[config.mk]
export PLATFORM = sky130hd
export DESIGN_NAME = seg_word_splitter
export DESIGN_NICKNAME = d
export VERILOG_FILES = /design/src/rtl/seg_pkg.sv /design/src/rtl/seg_base_regs.sv /design/src/rtl/seg_addr_gen.sv /design/src/rtl/seg_seq.sv /design/src/rtl/seg_word_splitter.sv
export SDC_FILE = /design/constraint.sdc
export NUM_CORES = 1
export LEC_CHECK = 0
export BUFFER_PORTS_ARGS = -buffer_cell sky130_fd_sc_hd__buf_2
export CORE_ASPECT_RATIO = 1.75
export CORE_MARGIN = 8
export CORE_UTILIZATION = 36
export DETAILED_ROUTE_END_ITERATION = 6
export PLACE_DENSITY_LB_ADDON = 0.15
export REMOVE_ABC_BUFFERS = 1
export SLEW_MARGIN = 10
export SYNTH_ARGS = -nofsm -noshare
export SYNTH_HDL_FRONTEND = slang
export SYNTH_SLANG_ARGS = --single-unit
[constraint.sdc]
create_clock -name clk_i -period 4.1 [get_ports clk_i]
set_input_delay 0.205 -clock clk_i [delete_from_list [all_inputs] [get_ports clk_i]]
set_output_delay 0.205 -clock clk_i [all_outputs]
set_load 0.1 [all_outputs]
[src/rtl/seg_pkg.sv]
package seg_pkg;
  localparam int SEL_W  = 3;
  localparam int NSEG   = 4;
  localparam int IDX_ES = 0;
  localparam int IDX_CS = 1;
  localparam int IDX_SS = 2;
  localparam int IDX_DS = 3;

  typedef enum logic [1:0] {
    KIND_READ  = 2'd0,
    KIND_WRITE = 2'd1,
    KIND_RMW   = 2'd2
  } kind_e;

  typedef enum logic [2:0] {
    ST_IDLE, ST_RD_LO, ST_RD_HI, ST_WR_BYTE, ST_WAIT_WB, ST_WB_LO, ST_WB_HI
  } st_e;

  // codes above SS fall through to DS
  function automatic logic [1:0] seg_idx(logic [SEL_W-1:0] sel);
    return (sel < SEL_W'(IDX_DS)) ? sel[1:0] : 2'(IDX_DS);
  endfunction
endpackage

[src/rtl/seg_base_regs.sv]
module seg_base_regs
  import seg_pkg::*;
#(
  parameter int SEG_W  = 16,
  parameter int ADDR_W = 20
) (
  input  logic              clk_i,
  input  logic              rst_ni,
  input  logic              we_i,
  input  logic [SEL_W-1:0]  wsel_i,
  input  logic [SEG_W-1:0]  wval_i,
  input  logic [SEL_W-1:0]  rsel_i,
  output logic [ADDR_W-1:0] rbase_o
);
  localparam int SHIFT = ADDR_W - SEG_W;
  localparam logic [ADDR_W-1:0] CS_RESET = {{SEG_W{1'b1}}, {SHIFT{1'b0}}};

  logic [ADDR_W-1:0] base_q [NSEG];
  logic [1:0]        widx;

  assign widx = seg_idx(wsel_i);

  for (genvar g = 0; g < NSEG; g++) begin : g_base
    always_ff @(posedge clk_i or negedge rst_ni) begin
      if (!rst_ni)                      base_q[g] <= (g == IDX_CS) ? CS_RESET : '0;
      else if (we_i && widx == 2'(g))   base_q[g] <= {wval_i, {SHIFT{1'b0}}};
    end
  end

  assign rbase_o = base_q[seg_idx(rsel_i)];
endmodule

[src/rtl/seg_addr_gen.sv]
module seg_addr_gen #(
  parameter int ADDR_W = 20,
  parameter int OFF_W  = 16
) (
  input  logic [ADDR_W-1:0] base_i,
  input  logic [OFF_W-1:0]  off_i,
  output logic [ADDR_W-1:0] lo_o,
  output logic [ADDR_W-1:0] hi_o
);
  logic seg_wrap, phys_wrap;

  assign lo_o      = base_i + ADDR_W'(off_i);
  assign seg_wrap  = &off_i;
  assign phys_wrap = &lo_o;

  // segment-end wrap wins over top-of-memory wrap
  always_comb begin
    if (seg_wrap)       hi_o = base_i;
    else if (phys_wrap) hi_o = '0;
    else                hi_o = lo_o + ADDR_W'(1);
  end
endmodule

[src/rtl/seg_seq.sv]
module seg_seq
  import seg_pkg::*;
#(
  parameter int ADDR_W = 20,
  parameter int DATA_W = 8
) (
  input  logic                clk_i,
  input  logic                rst_ni,
  input  logic                req_valid_i,
  output logic                req_ready_o,
  input  logic [1:0]          req_kind_i,
  input  logic                req_word_i,
  input  logic [DATA_W-1:0]   req_wdata_i,
  input  logic [ADDR_W-1:0]   addr_lo_i,
  input  logic [ADDR_W-1:0]   addr_hi_i,
  output logic                rsp_valid_o,
  output logic [2*DATA_W-1:0] rsp_data_o,
  input  logic                wb_valid_i,
  output logic                wb_ready_o,
  input  logic [2*DATA_W-1:0] wb_data_i,
  output logic                bus_valid_o,
  input  logic                bus_ready_i,
  output logic [ADDR_W-1:0]   bus_addr_o,
  output logic                bus_we_o,
  output logic [DATA_W-1:0]   bus_wdata_o,
  input  logic [DATA_W-1:0]   bus_rdata_i
);
  st_e                 st_q;
  logic [ADDR_W-1:0]   lo_q, hi_q;
  logic                word_q, rmw_q;
  logic [DATA_W-1:0]   byte_q, rd_lo_q;
  logic [2*DATA_W-1:0] wb_q;
  logic                done;

  assign req_ready_o = (st_q == ST_IDLE);
  assign wb_ready_o  = (st_q == ST_WAIT_WB);
  assign bus_valid_o = !(st_q inside {ST_IDLE, ST_WAIT_WB});
  assign bus_we_o    = st_q inside {ST_WR_BYTE, ST_WB_LO, ST_WB_HI};
  assign bus_addr_o  = (st_q inside {ST_RD_HI, ST_WB_HI}) ? hi_q : lo_q;
  assign done        = bus_valid_o && bus_ready_i;

  always_comb begin
    unique case (st_q)
      ST_WB_LO: bus_wdata_o = wb_q[DATA_W-1:0];
      ST_WB_HI: bus_wdata_o = wb_q[2*DATA_W-1:DATA_W];
      default:  bus_wdata_o = byte_q;
    endcase
  end

  always_ff @(posedge clk_i or negedge rst_ni) begin
    if (!rst_ni) begin
      st_q        <= ST_IDLE;
      lo_q        <= '0;
      hi_q        <= '0;
      word_q      <= 1'b0;
      rmw_q       <= 1'b0;
      byte_q      <= '0;
      rd_lo_q     <= '0;
      wb_q        <= '0;
      rsp_valid_o <= 1'b0;
      rsp_data_o  <= '0;
    end else begin
      rsp_valid_o <= 1'b0;
      unique case (st_q)
        ST_IDLE: if (req_valid_i) begin
          lo_q   <= addr_lo_i;
          hi_q   <= addr_hi_i;
          word_q <= req_word_i;
          rmw_q  <= (req_kind_i == KIND_RMW);
          byte_q <= req_wdata_i;
          if (req_kind_i == KIND_WRITE) st_q <= req_word_i ? ST_WAIT_WB : ST_WR_BYTE;
          else                          st_q <= ST_RD_LO;
        end
        ST_RD_LO: if (done) begin
          rd_lo_q <= bus_rdata_i;
          if (word_q) st_q <= ST_RD_HI;
          else begin
            rsp_valid_o <= 1'b1;
            rsp_data_o  <= {{DATA_W{1'b0}}, bus_rdata_i};
            st_q        <= ST_IDLE;
          end
        end
        ST_RD_HI: if (done) begin
          rsp_valid_o <= 1'b1;
          rsp_data_o  <= {bus_rdata_i, rd_lo_q};
          st_q        <= rmw_q ? ST_WAIT_WB : ST_IDLE;
        end
        ST_WR_BYTE: if (done) st_q <= ST_IDLE;
        ST_WAIT_WB: if (wb_valid_i) begin
          wb_q <= wb_data_i;
          st_q <= ST_WB_LO;
        end
        ST_WB_LO: if (done) st_q <= ST_WB_HI;
        ST_WB_HI: if (done) st_q <= ST_IDLE;
        default:  st_q <= ST_IDLE;
      endcase
    end
  end
endmodule

[src/rtl/seg_word_splitter.sv]
module seg_word_splitter
  import seg_pkg::*;
#(
  parameter int SEG_W  = 16,
  parameter int ADDR_W = 20,
  parameter int DATA_W = 8
) (
  input  logic                clk_i,
  input  logic                rst_ni,
  input  logic                seg_we_i,
  input  logic [SEL_W-1:0]    seg_sel_i,
  input  logic [SEG_W-1:0]    seg_val_i,
  input  logic                req_valid_i,
  output logic                req_ready_o,
  input  logic [SEL_W-1:0]    req_seg_i,
  input  logic [SEG_W-1:0]    req_off_i,
  input  logic [1:0]          req_kind_i,
  input  logic                req_word_i,
  input  logic [DATA_W-1:0]   req_wdata_i,
  output logic                rsp_valid_o,
  output logic [2*DATA_W-1:0] rsp_data_o,
  input  logic                wb_valid_i,
  output logic                wb_ready_o,
  input  logic [2*DATA_W-1:0] wb_data_i,
  output logic                bus_valid_o,
  input  logic                bus_ready_i,
  output logic [ADDR_W-1:0]   bus_addr_o,
  output logic                bus_we_o,
  output logic [DATA_W-1:0]   bus_wdata_o,
  input  logic [DATA_W-1:0]   bus_rdata_i
);
  logic [ADDR_W-1:0] base, addr_lo, addr_hi;

  seg_base_regs #(.SEG_W(SEG_W), .ADDR_W(ADDR_W)) i_base (
    .clk_i, .rst_ni,
    .we_i(seg_we_i), .wsel_i(seg_sel_i), .wval_i(seg_val_i),
    .rsel_i(req_seg_i), .rbase_o(base)
  );

  seg_addr_gen #(.ADDR_W(ADDR_W), .OFF_W(SEG_W)) i_agen (
    .base_i(base), .off_i(req_off_i), .lo_o(addr_lo), .hi_o(addr_hi)
  );

  seg_seq #(.ADDR_W(ADDR_W), .DATA_W(DATA_W)) i_seq (
    .clk_i, .rst_ni,
    .req_valid_i, .req_ready_o, .req_kind_i, .req_word_i, .req_wdata_i,
    .addr_lo_i(addr_lo), .addr_hi_i(addr_hi),
    .rsp_valid_o, .rsp_data_o,
    .wb_valid_i, .wb_ready_o, .wb_data_i,
    .bus_valid_o, .bus_ready_i, .bus_addr_o, .bus_we_o, .bus_wdata_o, .bus_rdata_i
  );
endmodule

==> Yosys cells after proc, flatten, opt, wreduce, memory -nomap -nowiden <==
Cells that the tools add are included.
{ "word_totals": {"regBits": 158, "latch_bits": 0, "mem_bits_rw": 0, "rom_bits": 0, "out_inout_bits": 49, "mem_count": 0} }
{ "classes": {"addsub": 2, "mul": 0, "n_div": 0, "n_lt_le_gt_ge": 3, "eq_ne": 18, "shifts": 0, "mux": 28, "bitwise_logic": 1, "reduce_logical": 20} }
{ "ops": {"columns": ["operator", "count"], "rows": [
  ["$mux W20", 5],
  ["$mux W16", 3],
  ["$bmux W20 S2", 1],
  ["$pmux W16 S2", 1],
  ["$mux W3", 9],
  ["$add A20 B1 Y20 const B", 1],
  ["$add A20 B16 Y20", 1],
  ["$reduce_and A20 Y1", 1],
  ["$pmux W3 S6", 1],
  ["$pmux W8 S2", 1],
  ["$reduce_and A16 Y1", 1],
  ["$eq A3 B3 Y1 const B", 3],
  ["$ne A2 B1 Y1 const B", 4],
  ["$eq A2 B2 Y1 const B", 3],
  ["$eq A3 B2 Y1 const B", 2],
  ["$lt A3 B2 Y1 const B", 2],
  ["$mux W2", 3],
  ["$ne A2 B2 Y1 const B", 3],
  ["$reduce_and A2 Y1", 3],
  ["$reduce_and A6 Y1", 1],
  ["$reduce_bool A2 Y1", 3],
  ["$logic_and A1 B1 Y1", 5],
  ["$eq A2 B1 Y1 const B", 2],
  ["$reduce_and A4 Y1", 1],
  ["10 further kinds", 12]
]} }

==> Longest topological paths before layout <==
{ "depth": {"word_depth": 10, "depth_mapped": 19, "ltp_nobuf": 16} }

==> Cells and area by module <==
A second synthesis with hierarchy kept.
{ "unflattened": {"hier_cells": 817, "hier_area_um2": 9346.5} }
{ "modules_own_cells": {"columns": ["module", "instances", "cells_per_inst", "area_each_um2"], "rows": [
  ["seg_seq", 1, 300, 4261.6],
  ["seg_base_regs", 1, 237, 3004.1],
  ["seg_addr_gen", 1, 280, 2080.7]
]} }

==> Worst setup path after synthesis <==
No wires, ideal clock.
{ "synth_path": {"path_kind": "input to register", "start": "input req_seg_i[1]", "end": "register i_seq.hi_q[19]", "setup_ns": 0.124, "arrival_time_ns": 3.712, "path_slack_ns": 0.264, "stages": 18, "n_path_buf": 3, "path_cell_list": "buf_1 nor2b_1 clkbuf_1 a21oi_1 o21ai_0 ha_1 inv_1 fa_1 nand2b_2 a21oi_4 a2bb2oi_1 mux2i_1 nor4_4 and2b_1 a41oi_2 buf_6 a221oi_2 nor2_1"} }
{ "synth_via": {"elab_chain_len": 10, "word_cells_on_any_way": 11} }
{ "synth_lines": {"columns": ["item", "line", "rtl"], "rows": [
  ["start: declaration", "seg_word_splitter.sv:15", "input logic [SEL_W-1:0] req_seg_i,"],
  ["$lt A3 B2 Y1", "seg_pkg.sv:21", "return (sel < SEL_W'(IDX_DS)) ? sel[1:0] : 2'(IDX_DS);"],
  ["$mux W2 *", "seg_pkg.sv:21", null],
  ["$not A2 Y3 (not written as such) *", "seg_base_regs.sv:30", "assign rbase_o = base_q[seg_idx(rsel_i)];"],
  ["$bmux W20 S2 *", "seg_base_regs.sv:30", null],
  ["$mux W20 (not written as such) * (2 in series)", "seg_base_regs.sv:30", null],
  ["$add A20 B16 Y20", "seg_addr_gen.sv:12", "assign lo_o = base_i + ADDR_W'(off_i);"],
  ["$add A20 B1 Y20 / $reduce_and A20 Y1 (equally long branches)", "seg_addr_gen.sv:20, seg_addr_gen.sv:14", null],
  ["$mux W20", "seg_addr_gen.sv:19", "else if (phys_wrap) hi_o = '0;"],
  ["$mux W20 *", "seg_addr_gen.sv:18", "if (seg_wrap) hi_o = base_i;"],
  ["end signal: assignment", "seg_seq.sv:67", "hi_q <= addr_hi_i;"],
  ["end: declaration", "seg_seq.sv:29", "logic [ADDR_W-1:0] lo_q, hi_q;"]
]} }
Every way passes the cells marked *; elsewhere a longest branch is shown, timed or not. The select of a mux whose other input is x is not followed.
A chain may end at the register's enable or synchronous reset.

==> Final worst setup path <==
{ "layout_path": {"start": "register i_base.base_q[44] in the netlist's numbering", "end": "register i_seq.hi_q[5]"} }
{ "layout_via": {"elab_chain_len": 7, "word_cells_on_any_way": 8} }
{ "layout_lines": {"columns": ["item", "line", "rtl"], "rows": [
  ["start: declaration", "seg_base_regs.sv:18", "logic [ADDR_W-1:0] base_q [NSEG];"],
  ["start signal: indexed assignment", "seg_base_regs.sv:25", "if (!rst_ni) base_q[g] <= (g == IDX_CS) ? CS_RESET : '0;"],
  ["start signal: indexed assignment", "seg_base_regs.sv:26", "else if (we_i && widx == 2'(g)) base_q[g] <= {wval_i, {SHIFT{1'b0}}};"],
  ["$bmux W20 S2 *", "seg_base_regs.sv:30", null],
  ["$mux W20 (not written as such) * (2 in series)", "seg_base_regs.sv:30", null],
  ["$add A20 B16 Y20 *", "seg_addr_gen.sv:12", null],
  ["$add A20 B1 Y20 / $reduce_and A20 Y1 (equally long branches)", "seg_addr_gen.sv:20, seg_addr_gen.sv:14", null],
  ["$mux W20 *", "seg_addr_gen.sv:19", null],
  ["$mux W20 *", "seg_addr_gen.sv:18", null]
]} }
Marked as above.

==> results.md <==
## Outcome
* status: finished, final reports clean

## STA
* Setup Skew: 0.00828 ns
* shortest clock period the worst path allows after layout: 3.76 ns
* setup repair after global routing missed its margin: false
* final period utilization: 0.916
* Peak Freq: 266 MHz
* max-slew violation count: 0
* minimum setup slack in the final design: 0.343 ns
* Hold Fails Final Rpt: 0
* Max transition margin: 0.363
* measured slew at the worst slew-check pin: 0.955 ns
* total of endpoints with negative setup slack in the final report: 0

## GRT
* antenna violations before repair: 1
* first-pass GRT wire length: 35,700 µm
* maximum number of pins on one net before global-route repair: 103
* vias in the first global route: 6,776
* overflow left after global routing: 0
* global router's overall resource usage: 0.154

## Critical path
* Setup crit start kind: register
* WP data arrival: 4.06 ns
* minimum setup slack among reg-to-reg paths: 0.34 ns
* Critical Path Sink Type: register
* slowest stage cell on the critical path: dfstp_2
* Cell Chain, Critical Path: mux2i_1 > nor2_1 > a21oi_1 > o21ai_2 > ha_1 > inv_1 > fa_1 > nand2b_2 > a21oi_1 > xor2_1 > nand4_1 > or2_1 > and2b_1 > a41oi_2 > buf_4 > a221oi_2 > nor2_1
* type of the worst setup path: register to register
* Worst Path Required: 4.41 ns
* peak fanout along the critical path: 11
* longest individual stage delay on the worst path: 0.53 ns

## Clock network
* clock root cell: clkbuf_16
* CTS tree: done
* CTS H-Tree Depth: 4
* clock insertion delay at the later pin of the skew report: 0.42 ns
* maximum buffer depth of the clock tree: 2
* number of CTS-inserted buffers: 17
* total number of clock tree sinks: 158
* clock-pin slew of the registers on the worst-case setup and hold paths: 0.06 ns

## Finish
* layout overhead on the synthesized area: 22.4%
* post-layout instance count excluding filler cells: 1,295
* ant diodes: 0
* # nets final: 1,073
* filler cell count: 2,272
* share of final-layout standard cells stronger than drive strength 1: 0.348

## Place
* final RePlAce weighted congestion: 0.825
* worst slack after detailed placement: 0.0290 ns
* dpl cells: 1,239
* post-DP HPWL: 16,200 µm
* IO Port Bufs: 127

## Power and ir drop
* share of total power consumed by net switching: 0.500
* IR drop worst, VDD: 0.000415 V
* Switching Power: 4.27 mW
* relative contribution of combinational cells to total power: 0.526
* internal power: 4.27 mW
* clock network fraction of design power: 0.184
* sequential fraction of design power: 0.291
* pwr dens: 821 mW/mm²
* leakage power total: 4.76 nW

## Floorplanning
* effective utilization at floorplan: 0.366
* horizontal die dimension: 132 µm
* number of primary I/O pins: 128
* floorplan core area: 0.0232 mm²
* area enclosed by the die boundary: 0.0290 mm²
* Vert. Die Dim: 219 µm
* row count: 74

## Synthesis
* share of the yosys chip area belonging to registers: 0.468
* flop and latch count out of synthesis: 158
* most common flop cell mapped by yosys: dfrtp_1
* Avg Synthesized Cell Area: 10.3 µm²
* asr flop ratio synth: 1.00
* total number of yosys warnings: 0
* post-synthesis instance area: 0.00850 mm²
* library cells used by synthesis: 68
* Post-Syn Instances: 825
* count of flip-flops with a built-in enable after synthesis: 0

## Routing
* vias per cell: 4.94
* average detailed-routed wire length per instance: 16.7 µm
* drc violations: 0
* final antenna-violating net count: 0
* router iterations before antenna repair: 4
* violation count after the first detailed-routing iteration: 214
* wire length after detailed routing: 21,700 µm
* total via count after detailed routing: 6,391

## Job
* Max Cap Violations: 0

## Hold path
* HP Class: input port to register

==> cells in the mapped netlist (7+ instances only) <==
cell type / number / share of area
a31oi_1: 8 / 0.0059
dfrtp_1: 142 / 0.42
dfstp_2: 16 / 0.049
a21oi_2: 7 / 0.0072
a21oi_1: 44 / 0.026
o21ai_0: 56 / 0.033
clkbuf_1: 36 / 0.016
a22o_1: 9 / 0.0093
nand2b_1: 14 / 0.010
o22ai_1: 12 / 0.0088
xnor2_1: 16 / 0.016
inv_1: 21 / 0.0093
mux2i_1: 33 / 0.039
ha_1: 15 / 0.022
nand2_1: 122 / 0.054
nor2_1: 53 / 0.023
mux2_2: 102 / 0.14
nor3_1: 7 / 0.0041
xor2_1: 18 / 0.019
==> timing repair <==
item / in CTS / in global routing
hold endpoints to repair: 108 / 0
hold buffers: 22 / 0
buffers inserted: 0 / 2
endpoints found under the setup margin: 0 / 14
gates resized for setup: 0 / 4
==> layout make-up <==
type | instances | area, µm² | share of cell area
repair buffers | 183 | 1120 | 0.107
inverters | 22 | 82.6 | 0.00794
well taps | 304 | 380 | 0.0366
clock inverters | 10 | 113 | 0.0108
clock buffers | 22 | 474 | 0.0456
flip-flops and latches | 158 | 3970 | 0.382
multi-input cells | 596 | 4260 | 0.410
==> per-layer routing <==
metal	global-route usage	part of all wire	vias to the layer above
met4	0.0481	0.015	2
met5	0	0.00046	-
met1	0.166	0.41	3059
met2	0.286	0.53	131
met3	0.0385	0.041	21
li1	-	-	3178
==> stage by stage <==
| step | TNS (ns) | hold WS, ns | instance area [µm²] | power, mW | utilization |
|---|---|---|---|---|---|
| global route | 0 | 0.00293 | 10400 | 9.05 | 0.448 |
| finish | 0 | 0.0205 | 10400 | 8.54 | 0.448 |
| global placement | 0 | 0.397 | 9570 | 7.00 | 0.412 |
| floorplan | -3.66 | -0.0906 | 8260 | 6.12 | - |
| CTS | 0 | 0.00198 | 10400 | 8.66 | 0.447 |
| detailed placement | 0 | 0.403 | 9570 | 7.04 | 0.412 |
==> final timing paths <==
path | cells after the start | end | start
max in group asynchronous | 3 | i_seq.rsp_data_o[10] | rst_ni
setup / recovery | 17 | i_seq.hi_q[5] | i_base.base_q[44]
hold reg to reg | 2 | i_seq.lo_q[0] | i_seq.lo_q[0]
min in group asynchronous | 2 | i_seq.wb_q[8] | rst_ni
hold / removal | 2 | i_seq.wb_q[14] | wb_data_i[14]
setup reg to reg | 17 | i_seq.hi_q[5] | i_base.base_q[44]
==> placed cells by master (no fill, tap or decap), types with 4 or more instances in the layout <==
cell           count
a21oi_1           44
a21oi_2            7
a22o_1             9
a22oi_2            5
a31oi_1            8
and3_1             4
buf_2            126
buf_4             34
clkbuf_16         17
clkinv_2           4
dfrtp_1          142
dfstp_2           16
dlygate4sd3_1     22
ha_1              15
inv_1             21
mux2_2           102
mux2i_1           33
nand2_1          122
nand2b_1          14
nand3_1            6
nand4_1            5
nor2_1            53
nor3_1             6
o211ai_1           4
o21ai_0           54
o22ai_1           12
xnor2_1           16
xor2_1            18
==> power groups by stage <==
stage | Combinational, mW | Clock [mW] | Sequential (mW)
global route | 4.80 | 1.69 | 2.57
global placement | 4.51 | 0 | 2.50
finish | 4.49 | 1.57 | 2.48
floorplan | 3.09 | 0 | 3.02
CTS | 4.55 | 1.62 | 2.49
detailed placement | 4.52 | 0 | 2.52
==> state kept, by name, indices dropped and copies added (netlist names) <==
| name | count |
|---|---|
| i_seq.byte_q | 8 |
| i_seq.hi_q | 20 |
| i_seq.st_q | 3 |
| i_seq.lo_q | 20 |
| i_seq.rmw_q | 1 |
| i_seq.rd_lo_q | 8 |
| i_seq.wb_q | 16 |
| i_base.base_q | 64 |
| i_seq.word_q | 1 |
| i_seq.rsp_valid_o | 1 |
| i_seq.rsp_data_o | 16 |
==> logic make-up (layout without fill, tap and decap cells) <==
logic type	Yosys count	in the layout	synth area share
compound gates	170	170	0.130
buf+inv	71	237	0.0372
simple gates	238	238	0.127
flops	158	158	0.468
xor+xnor	35	35	0.0370
mux	137	137	0.177
fa+ha+maj	16	16	0.0244
==> worst max-delay path, delay by kind of cell, from the launching register on <==
family | cells | cell delay [ns]
and+or+nand+nor | 6 | 1.13
AOI/OAI and AO/OA | 5 | 0.84
adders and majority gates | 2 | 0.59
DFF | 1 | 0.53
buffers and inverters | 2 | 0.28
xor gates and xnor gates | 1 | 0.22
muxes | 1 | 0.06
No activity file was read; power rests on OpenSTA's default activity.
